[src/rtl/pirq_pkg.sv]
package pirq_pkg;

    localparam int DATA_W  = 32;
    localparam int NUM_SRC = 13;
    localparam int BIT_W   = $clog2(DATA_W);

    // status bit owned by each request line, index order fixed by the port
    localparam logic [BIT_W-1:0] SRC_BIT [NUM_SRC] = '{
        5'd2, 5'd3, 5'd5, 5'd7, 5'd9, 5'd10, 5'd12,
        5'd17,
        5'd21, 5'd23, 5'd26, 5'd27, 5'd28
    };

    // processor priority group of each request line
    localparam logic [2:0] SRC_LVL [NUM_SRC] = '{
        3'd3, 3'd3, 3'd3, 3'd3, 3'd3, 3'd3, 3'd3,
        3'd5,
        3'd6, 3'd6, 3'd6, 3'd6, 3'd6
    };

    typedef struct packed {
        logic [DATA_W-1:0] status;
        logic [DATA_W-1:0] mask;
    } pirq_regs_t;

    function automatic logic [DATA_W-1:0] group_mask(input logic [2:0] lvl);
        logic [DATA_W-1:0] m;
        m = '0;
        for (int i = 0; i < NUM_SRC; i++) begin
            if (SRC_LVL[i] == lvl) m[SRC_BIT[i]] = 1'b1;
        end
        return m;
    endfunction

    function automatic logic [NUM_SRC-1:0] src_on_bit(input int b);
        logic [NUM_SRC-1:0] s;
        s = '0;
        for (int i = 0; i < NUM_SRC; i++) begin
            if (int'(SRC_BIT[i]) == b) s[i] = 1'b1;
        end
        return s;
    endfunction

endpackage

[src/rtl/pirq_edge.sv]
module pirq_edge #(
    parameter int N = 13
) (
    input  logic         clk,
    input  logic         rst_n,
    input  logic [N-1:0] line,
    output logic [N-1:0] rise,
    output logic [N-1:0] fall
);
    logic [N-1:0] prev_d, prev_q;

    always_comb begin
        prev_d = line;
    end

    always_ff @(posedge clk or negedge rst_n) begin
        if (!rst_n) prev_q <= '0;
        else        prev_q <= prev_d;
    end

    assign rise = line & ~prev_q;
    assign fall = ~line & prev_q;
endmodule

[src/rtl/pirq_prio_enc.sv]
module pirq_prio_enc
    import pirq_pkg::*;
(
    input  logic [DATA_W-1:0] pend,
    output logic [2:0]        lvl
);
    localparam int NUM_GRP = 3;
    // index 0 is the strongest group
    localparam logic [2:0] GRP_LVL [NUM_GRP] = '{3'd6, 3'd5, 3'd3};

    logic [NUM_GRP-1:0] hit;

    for (genvar g = 0; g < NUM_GRP; g++) begin : g_grp
        assign hit[g] = |(pend & group_mask(GRP_LVL[g]));
    end

    always_comb begin
        lvl = 3'd0;
        for (int g = NUM_GRP - 1; g >= 0; g--) begin
            if (hit[g]) lvl = GRP_LVL[g];
        end
    end
endmodule

[src/rtl/prio_irq_ctrl.sv]
module prio_irq_ctrl
    import pirq_pkg::*;
#(
    parameter int                ADDR_W         = 16,
    parameter logic [ADDR_W-1:0] STATUS_OFF     = 16'h7000,
    parameter logic [ADDR_W-1:0] MASK_OFF       = 16'h7800,
    parameter int                CTL_W          = 8,
    parameter int                CTL_DMA_BIT    = 4,
    parameter int                CTL_STATUS_BIT = 26
) (
    input  logic               clk,
    input  logic               rst_n,
    input  logic [NUM_SRC-1:0] src_req,
    input  logic               reg_wr,
    input  logic [ADDR_W-1:0]  reg_addr,
    input  logic [DATA_W-1:0]  reg_wdata,
    output logic [DATA_W-1:0]  reg_rdata,
    input  logic               ctl_wr,
    input  logic [CTL_W-1:0]   ctl_data,
    output logic [2:0]         cpu_ipl
);
    localparam logic [NUM_SRC-1:0] CTL_SRC_SEL = src_on_bit(CTL_STATUS_BIT);
    localparam logic [DATA_W-1:0]  GRP6        = group_mask(3'd6);

    pirq_regs_t        regs_d, regs_q;
    logic [2:0]        ipl_d, ipl_q;
    logic [NUM_SRC-1:0] rise, fall;
    logic [DATA_W-1:0] pend_d;

    pirq_edge #(.N(NUM_SRC)) u_edge (
        .clk   (clk),
        .rst_n (rst_n),
        .line  (src_req),
        .rise  (rise),
        .fall  (fall)
    );

    // precedence by order: host write, then control byte, then line edges
    always_comb begin
        regs_d = regs_q;
        if (reg_wr && reg_addr == STATUS_OFF) regs_d.status = reg_wdata;
        if (reg_wr && reg_addr == MASK_OFF)   regs_d.mask   = reg_wdata;
        if (ctl_wr) regs_d.status[CTL_STATUS_BIT] = ctl_data[CTL_DMA_BIT];
        for (int i = 0; i < NUM_SRC; i++) begin
            if (rise[i])      regs_d.status[SRC_BIT[i]] = 1'b1;
            else if (fall[i]) regs_d.status[SRC_BIT[i]] = 1'b0;
        end
    end

    assign pend_d = regs_d.status & regs_d.mask;

    pirq_prio_enc u_enc (
        .pend (pend_d),
        .lvl  (ipl_d)
    );

    always_ff @(posedge clk or negedge rst_n) begin
        if (!rst_n) begin
            regs_q <= '0;
            ipl_q  <= 3'd0;
        end else begin
            regs_q <= regs_d;
            ipl_q  <= ipl_d;
        end
    end

    always_comb begin
        if (reg_addr == STATUS_OFF)    reg_rdata = regs_q.status;
        else if (reg_addr == MASK_OFF) reg_rdata = regs_q.mask;
        else                           reg_rdata = '0;
    end

    assign cpu_ipl = ipl_q;

    // ---------------- assertions ----------------
    for (genvar i = 0; i < NUM_SRC; i++) begin : g_chk
        a_r2_rise_sets: assert property (@(posedge clk) disable iff (!rst_n)
            rise[i] |=> regs_q.status[SRC_BIT[i]]);
        a_r3_fall_clears: assert property (@(posedge clk) disable iff (!rst_n)
            fall[i] |=> !regs_q.status[SRC_BIT[i]]);
    end

    a_r4_mask_write: assert property (@(posedge clk) disable iff (!rst_n)
        (reg_wr && reg_addr == MASK_OFF) |=> regs_q.mask == $past(reg_wdata));

    a_r5_ctl_copy: assert property (@(posedge clk) disable iff (!rst_n)
        (ctl_wr && !(|((rise | fall) & CTL_SRC_SEL)))
        |=> regs_q.status[CTL_STATUS_BIT] == $past(ctl_data[CTL_DMA_BIT]));

    a_r7_ipl_legal: assert property (@(posedge clk) disable iff (!rst_n)
        cpu_ipl inside {3'd0, 3'd3, 3'd5, 3'd6});

    a_r7_top_group: assert property (@(posedge clk) disable iff (!rst_n)
        (|(regs_q.status & regs_q.mask & GRP6)) |-> cpu_ipl == 3'd6);

    a_r7_idle_zero: assert property (@(posedge clk) disable iff (!rst_n)
        ((regs_q.status & regs_q.mask) == '0) |-> cpu_ipl == 3'd0);
endmodule

[config.mk]
export PLATFORM = sky130hd
export DESIGN_NAME = prio_irq_ctrl
export DESIGN_NICKNAME = d
export VERILOG_FILES = /design/src/rtl/pirq_pkg.sv /design/src/rtl/pirq_edge.sv /design/src/rtl/pirq_prio_enc.sv /design/src/rtl/prio_irq_ctrl.sv
export SDC_FILE = /design/constraint.sdc
export NUM_CORES = 1
export LEC_CHECK = 0
export ABC_AREA = 1
export CORE_MARGIN = 5
export CORE_UTILIZATION = 48
export CTS_CLUSTER_DIAMETER = 200
export DETAILED_ROUTE_END_ITERATION = 6
export PLACE_DENSITY = 0.8
export SYNTH_ARGS = -nofsm -noshare
export SYNTH_HDL_FRONTEND = slang
export SYNTH_SLANG_ARGS = --single-unit
[constraint.sdc]
create_clock -name clk -period 2.47 [get_ports clk]
set_input_delay 0.494 -clock clk [delete_from_list [all_inputs] [get_ports clk]]
set_output_delay 0.494 -clock clk [all_outputs]
set_load 0.03 [all_outputs]
==> reports/results.ini, run 1 <==
[run]
drv_cap = 0

[place]
port_buffers = 100
dp_cells = 696
gp_congestion = 0.855
dp_slack_ns = -0.140
placed_area_um2 = 5100
place_hpwl_um = 7130

[clock_network]
numClockSinks = 80
cts_tree = done
cts-root-buf = clkbuf_8
cts_made_buffers = 9
cts.reportedPaths.clkPinSlew_ns = 0.10
clock_latency_ns = 0.36
clk_path_buf_depth = 2
cts.htree.levels = 3
postCtsHoldBufs = 0

[power_and_ir_drop]
total_power_mw = 2.68
power_density_nw_per_um2 = 497
switchingPower_uw = 690
pwr-share-clk_pct = 37.8
p_sw_share_pct = 25.7
p_int_mw = 1.99
cellLeakagePower_nw = 2.74
pwr-share-seq_pct = 51.0
ir_worst_vdd_uv = 270
combPwrFrac_pct = 11.2

[setup_path]
r2r-start = regs_q[3]$_DFF_PN0_
slowest_delay_ns = 0.46
crit_chain = clkdlybuf4s50_1 -> inv_1 -> nor2_2 -> nand2_2 -> nor2_4 -> nand2_1 -> buf_12 -> o22ai_1 -> buf_4
r2r_end = cpu_ipl[0]$_DFF_PN0_
start_kind = input pin
setup.worst_path.class = in2out
critPathBufInv = 4
cp_top_family = buffers and inverters
r2r_slack_ns = 1.26
worst_ep_required_time_ns = 1.98
cpMaxStageDelayCell = clkdlybuf4s50_1
r2r_cells = 10
cp_max_fo = 29
crit_arrival_ns = 1.98
end_kind = output pin

[die]
start_util_pct = 48.5
rows = 33
die_w_um = 100
die_area_um2 = 10100
ios = 108
fp.dieH_um = 100
core_um2 = 8090

[finish]
drive_gt1_share_pct = 18.0
layout.nets = 675
final_cells = 712
num-fill-cells = 655
areaGrowthSynthToFinish_pct = 37.2
final_util_pct = 66.6
final_area_um2 = 5390
num_antenna_cells = 0

[global_route]
grt_max_degree = 35
overflow = 0
first_global_vias = 3571
antenna_found_initial = 0
grt_pass1_wl_um = 16400
gr-usage-all-layers_pct = 20.4

[logic_synthesis]
yosys.area.top_type_share_pct = 51.0
synth_edf_count = 0
synthArstFlopShare_pct = 100
netlist-cell-type-count = 29
syn_area_per_cell_um2 = 8.01
synth_warnings = 0
syn-num-nets = 563
yosys.area.top_type = dfrtp_1
ys_ff_latch = 80
syn_inst = 490
syn_area_um2 = 3930
synth.top_cells.by_area = dfrtp_1 51%, nand2_1 10%, inv_1 9.3%
ys.flop_type = dfrtp_1
synth-seq-area-share_pct = 51.0

[sta]
rsz0062_at_grt = true
hold-worst-slack_ns = 0.0680
finalSetupViolCount = 1
max_freq_mhz = 404
hold_violations = 0
setup-tns-final_ns = -0.00340
drv_slew = 0
setup_slack_ns = -0.00340
tightest_slew_ns = 0.422
fin_crit_sh_pct = 100
fin_crit_ns = 2.47
clock_skew_ns = 0.00860
maxSlewHeadroom_pct = 71.8

[run_status]
violations = negative setup slack
status = complete, but fails checks

[drt]
vias = 3636
drt-total-wl_um = 10000
vias_per_cell = 5.11
first_pass_iters = 5
ant_nets = 0
drc = 0
drt_iter0_markers = 157
wire_per_inst_um = 14.1

[hold_path]
hold_class = in2async

## layout by cell type, fill, tap and decap left out, types with 2 or more instances in the layout
master / netlist / routed
nand2_1: 109 / 109
inv_1: 97 / 97
dfrtp_1: 80 / 80
clkdlybuf4s50_1: 0 / 67
buf_4: 4 / 48
o21ai_0: 49 / 41
nand3_1: 38 / 38
nand4_1: 19 / 19
nor2_1: 17 / 16
o22ai_1: 20 / 12
clkbuf_8: 0 / 9
o22ai_2: 0 / 8
o21ai_1: 1 / 6
and2_1: 6 / 6
buf_12: 0 / 6
nor2_2: 5 / 5
nand2_2: 4 / 4
nor2_4: 3 / 4
o21ai_2: 1 / 4
or2_2: 4 / 4
buf_6: 4 / 4
a31oi_1: 3 / 3
inv_6: 0 / 3
inv_2: 2 / 2
## cell usage after synthesis (4+ instances only)
cell	n
o22ai_1	20
nand3_1	38
o21ai_0	49
nand2_1	109
inv_1	97
dfrtp_1	80
nand2_2	4
nor2_1	17
and2_1	6
nand4_1	19
buf_4	4
buf_6	4
clkbuf_1	10
nor2_2	5
buf_2	6
or2_2	4
## logic make-up (layout without fill, tap and decap cells)
group	after synthesis	count (layout)	synth area share, %
buf+inv	124	241	13.2
flops	80	80	51.0
compound gates	76	76	10.8
simple gates	210	210	25.0
## worst reg2reg max path, cell delays in order, from the launching register on
cell and delay (ns):
dfrtp_1 0.37, inv_1 0.09, nand2_1 0.07, nand2_1 0.05, inv_1 0.05, nand3_1 0.08
nand2_1 0.08, nor2_2 0.14, nand3_1 0.08, nand2_1 0.07, inv_1 0.04
## routing by layer
metal  part of all wire, %  vias up  global-route usage [%]
met4                   1.6        0                    6.63
met5                     0        -                       0
met1                    42     1732                    26.1
met3                   5.8       17                    3.41
li1                      -     1769                       -
met2                    50      118                    35.2
## worst max-delay path by stage
stage,end,slack (ns),cells after the start,from
6_report,reg_rdata[15],-0.003,9,reg_addr[14]
2_1_floorplan,reg_rdata[12],-0.03,8,reg_addr[7]
3_5_place_dp,cpu_ipl[0]$_DFF_PN0_,-0.14,14,reg_addr[7]
3_3_place_gp,cpu_ipl[0]$_DFF_PN0_,-0.07,14,reg_addr[7]
5_1_grt,reg_rdata[5],-0.05,9,reg_addr[14]
4_1_cts,reg_rdata[28],-0.05,9,reg_addr[7]
## power groups by stage
stage / Combinational [mW] / Sequential (mW) / Clock, mW
after floorplan: 0.105 / 1.40 / 0
after CTS: 0.302 / 1.37 / 1.03
after global placement: 0.292 / 1.39 / 0
after detailed placement: 0.299 / 1.39 / 0
final: 0.301 / 1.37 / 1.01
after global routing: 0.334 / 1.37 / 1.09
## final cells by class
cell class / instances / area [um^2] / share of cell area [%]
well taps: 105 / 131 / 2.44
flip-flops and latches: 80 / 2000 / 37.2
repair buffers: 125 / 1200 / 22.2
clock buffers: 9 / 124 / 2.30
multi-input cells: 286 / 1480 / 27.4
clock inverters: 7 / 83.8 / 1.56
inverters: 100 / 375 / 6.97
## what timing repair did
item                       CTS  global route
setup buffers                0             0
gates resized for setup     13            12
pin swaps                    0             1
setup endpoints to repair   11            32
(Power assumes the default switching activity.)
==> run 2: changes to the inputs <==
--- a/config.mk
+++ b/config.mk
@@ -6,6 +6,7 @@
 export NUM_CORES = 1
 export LEC_CHECK = 0
 export ABC_AREA = 1
+export CAP_MARGIN = 5
 export CORE_MARGIN = 5
 export CORE_UTILIZATION = 48
 export CTS_CLUSTER_DIAMETER = 200
==> results of run 2 <==
The final DEF is identical to that of run 1; final timing and power are the same.
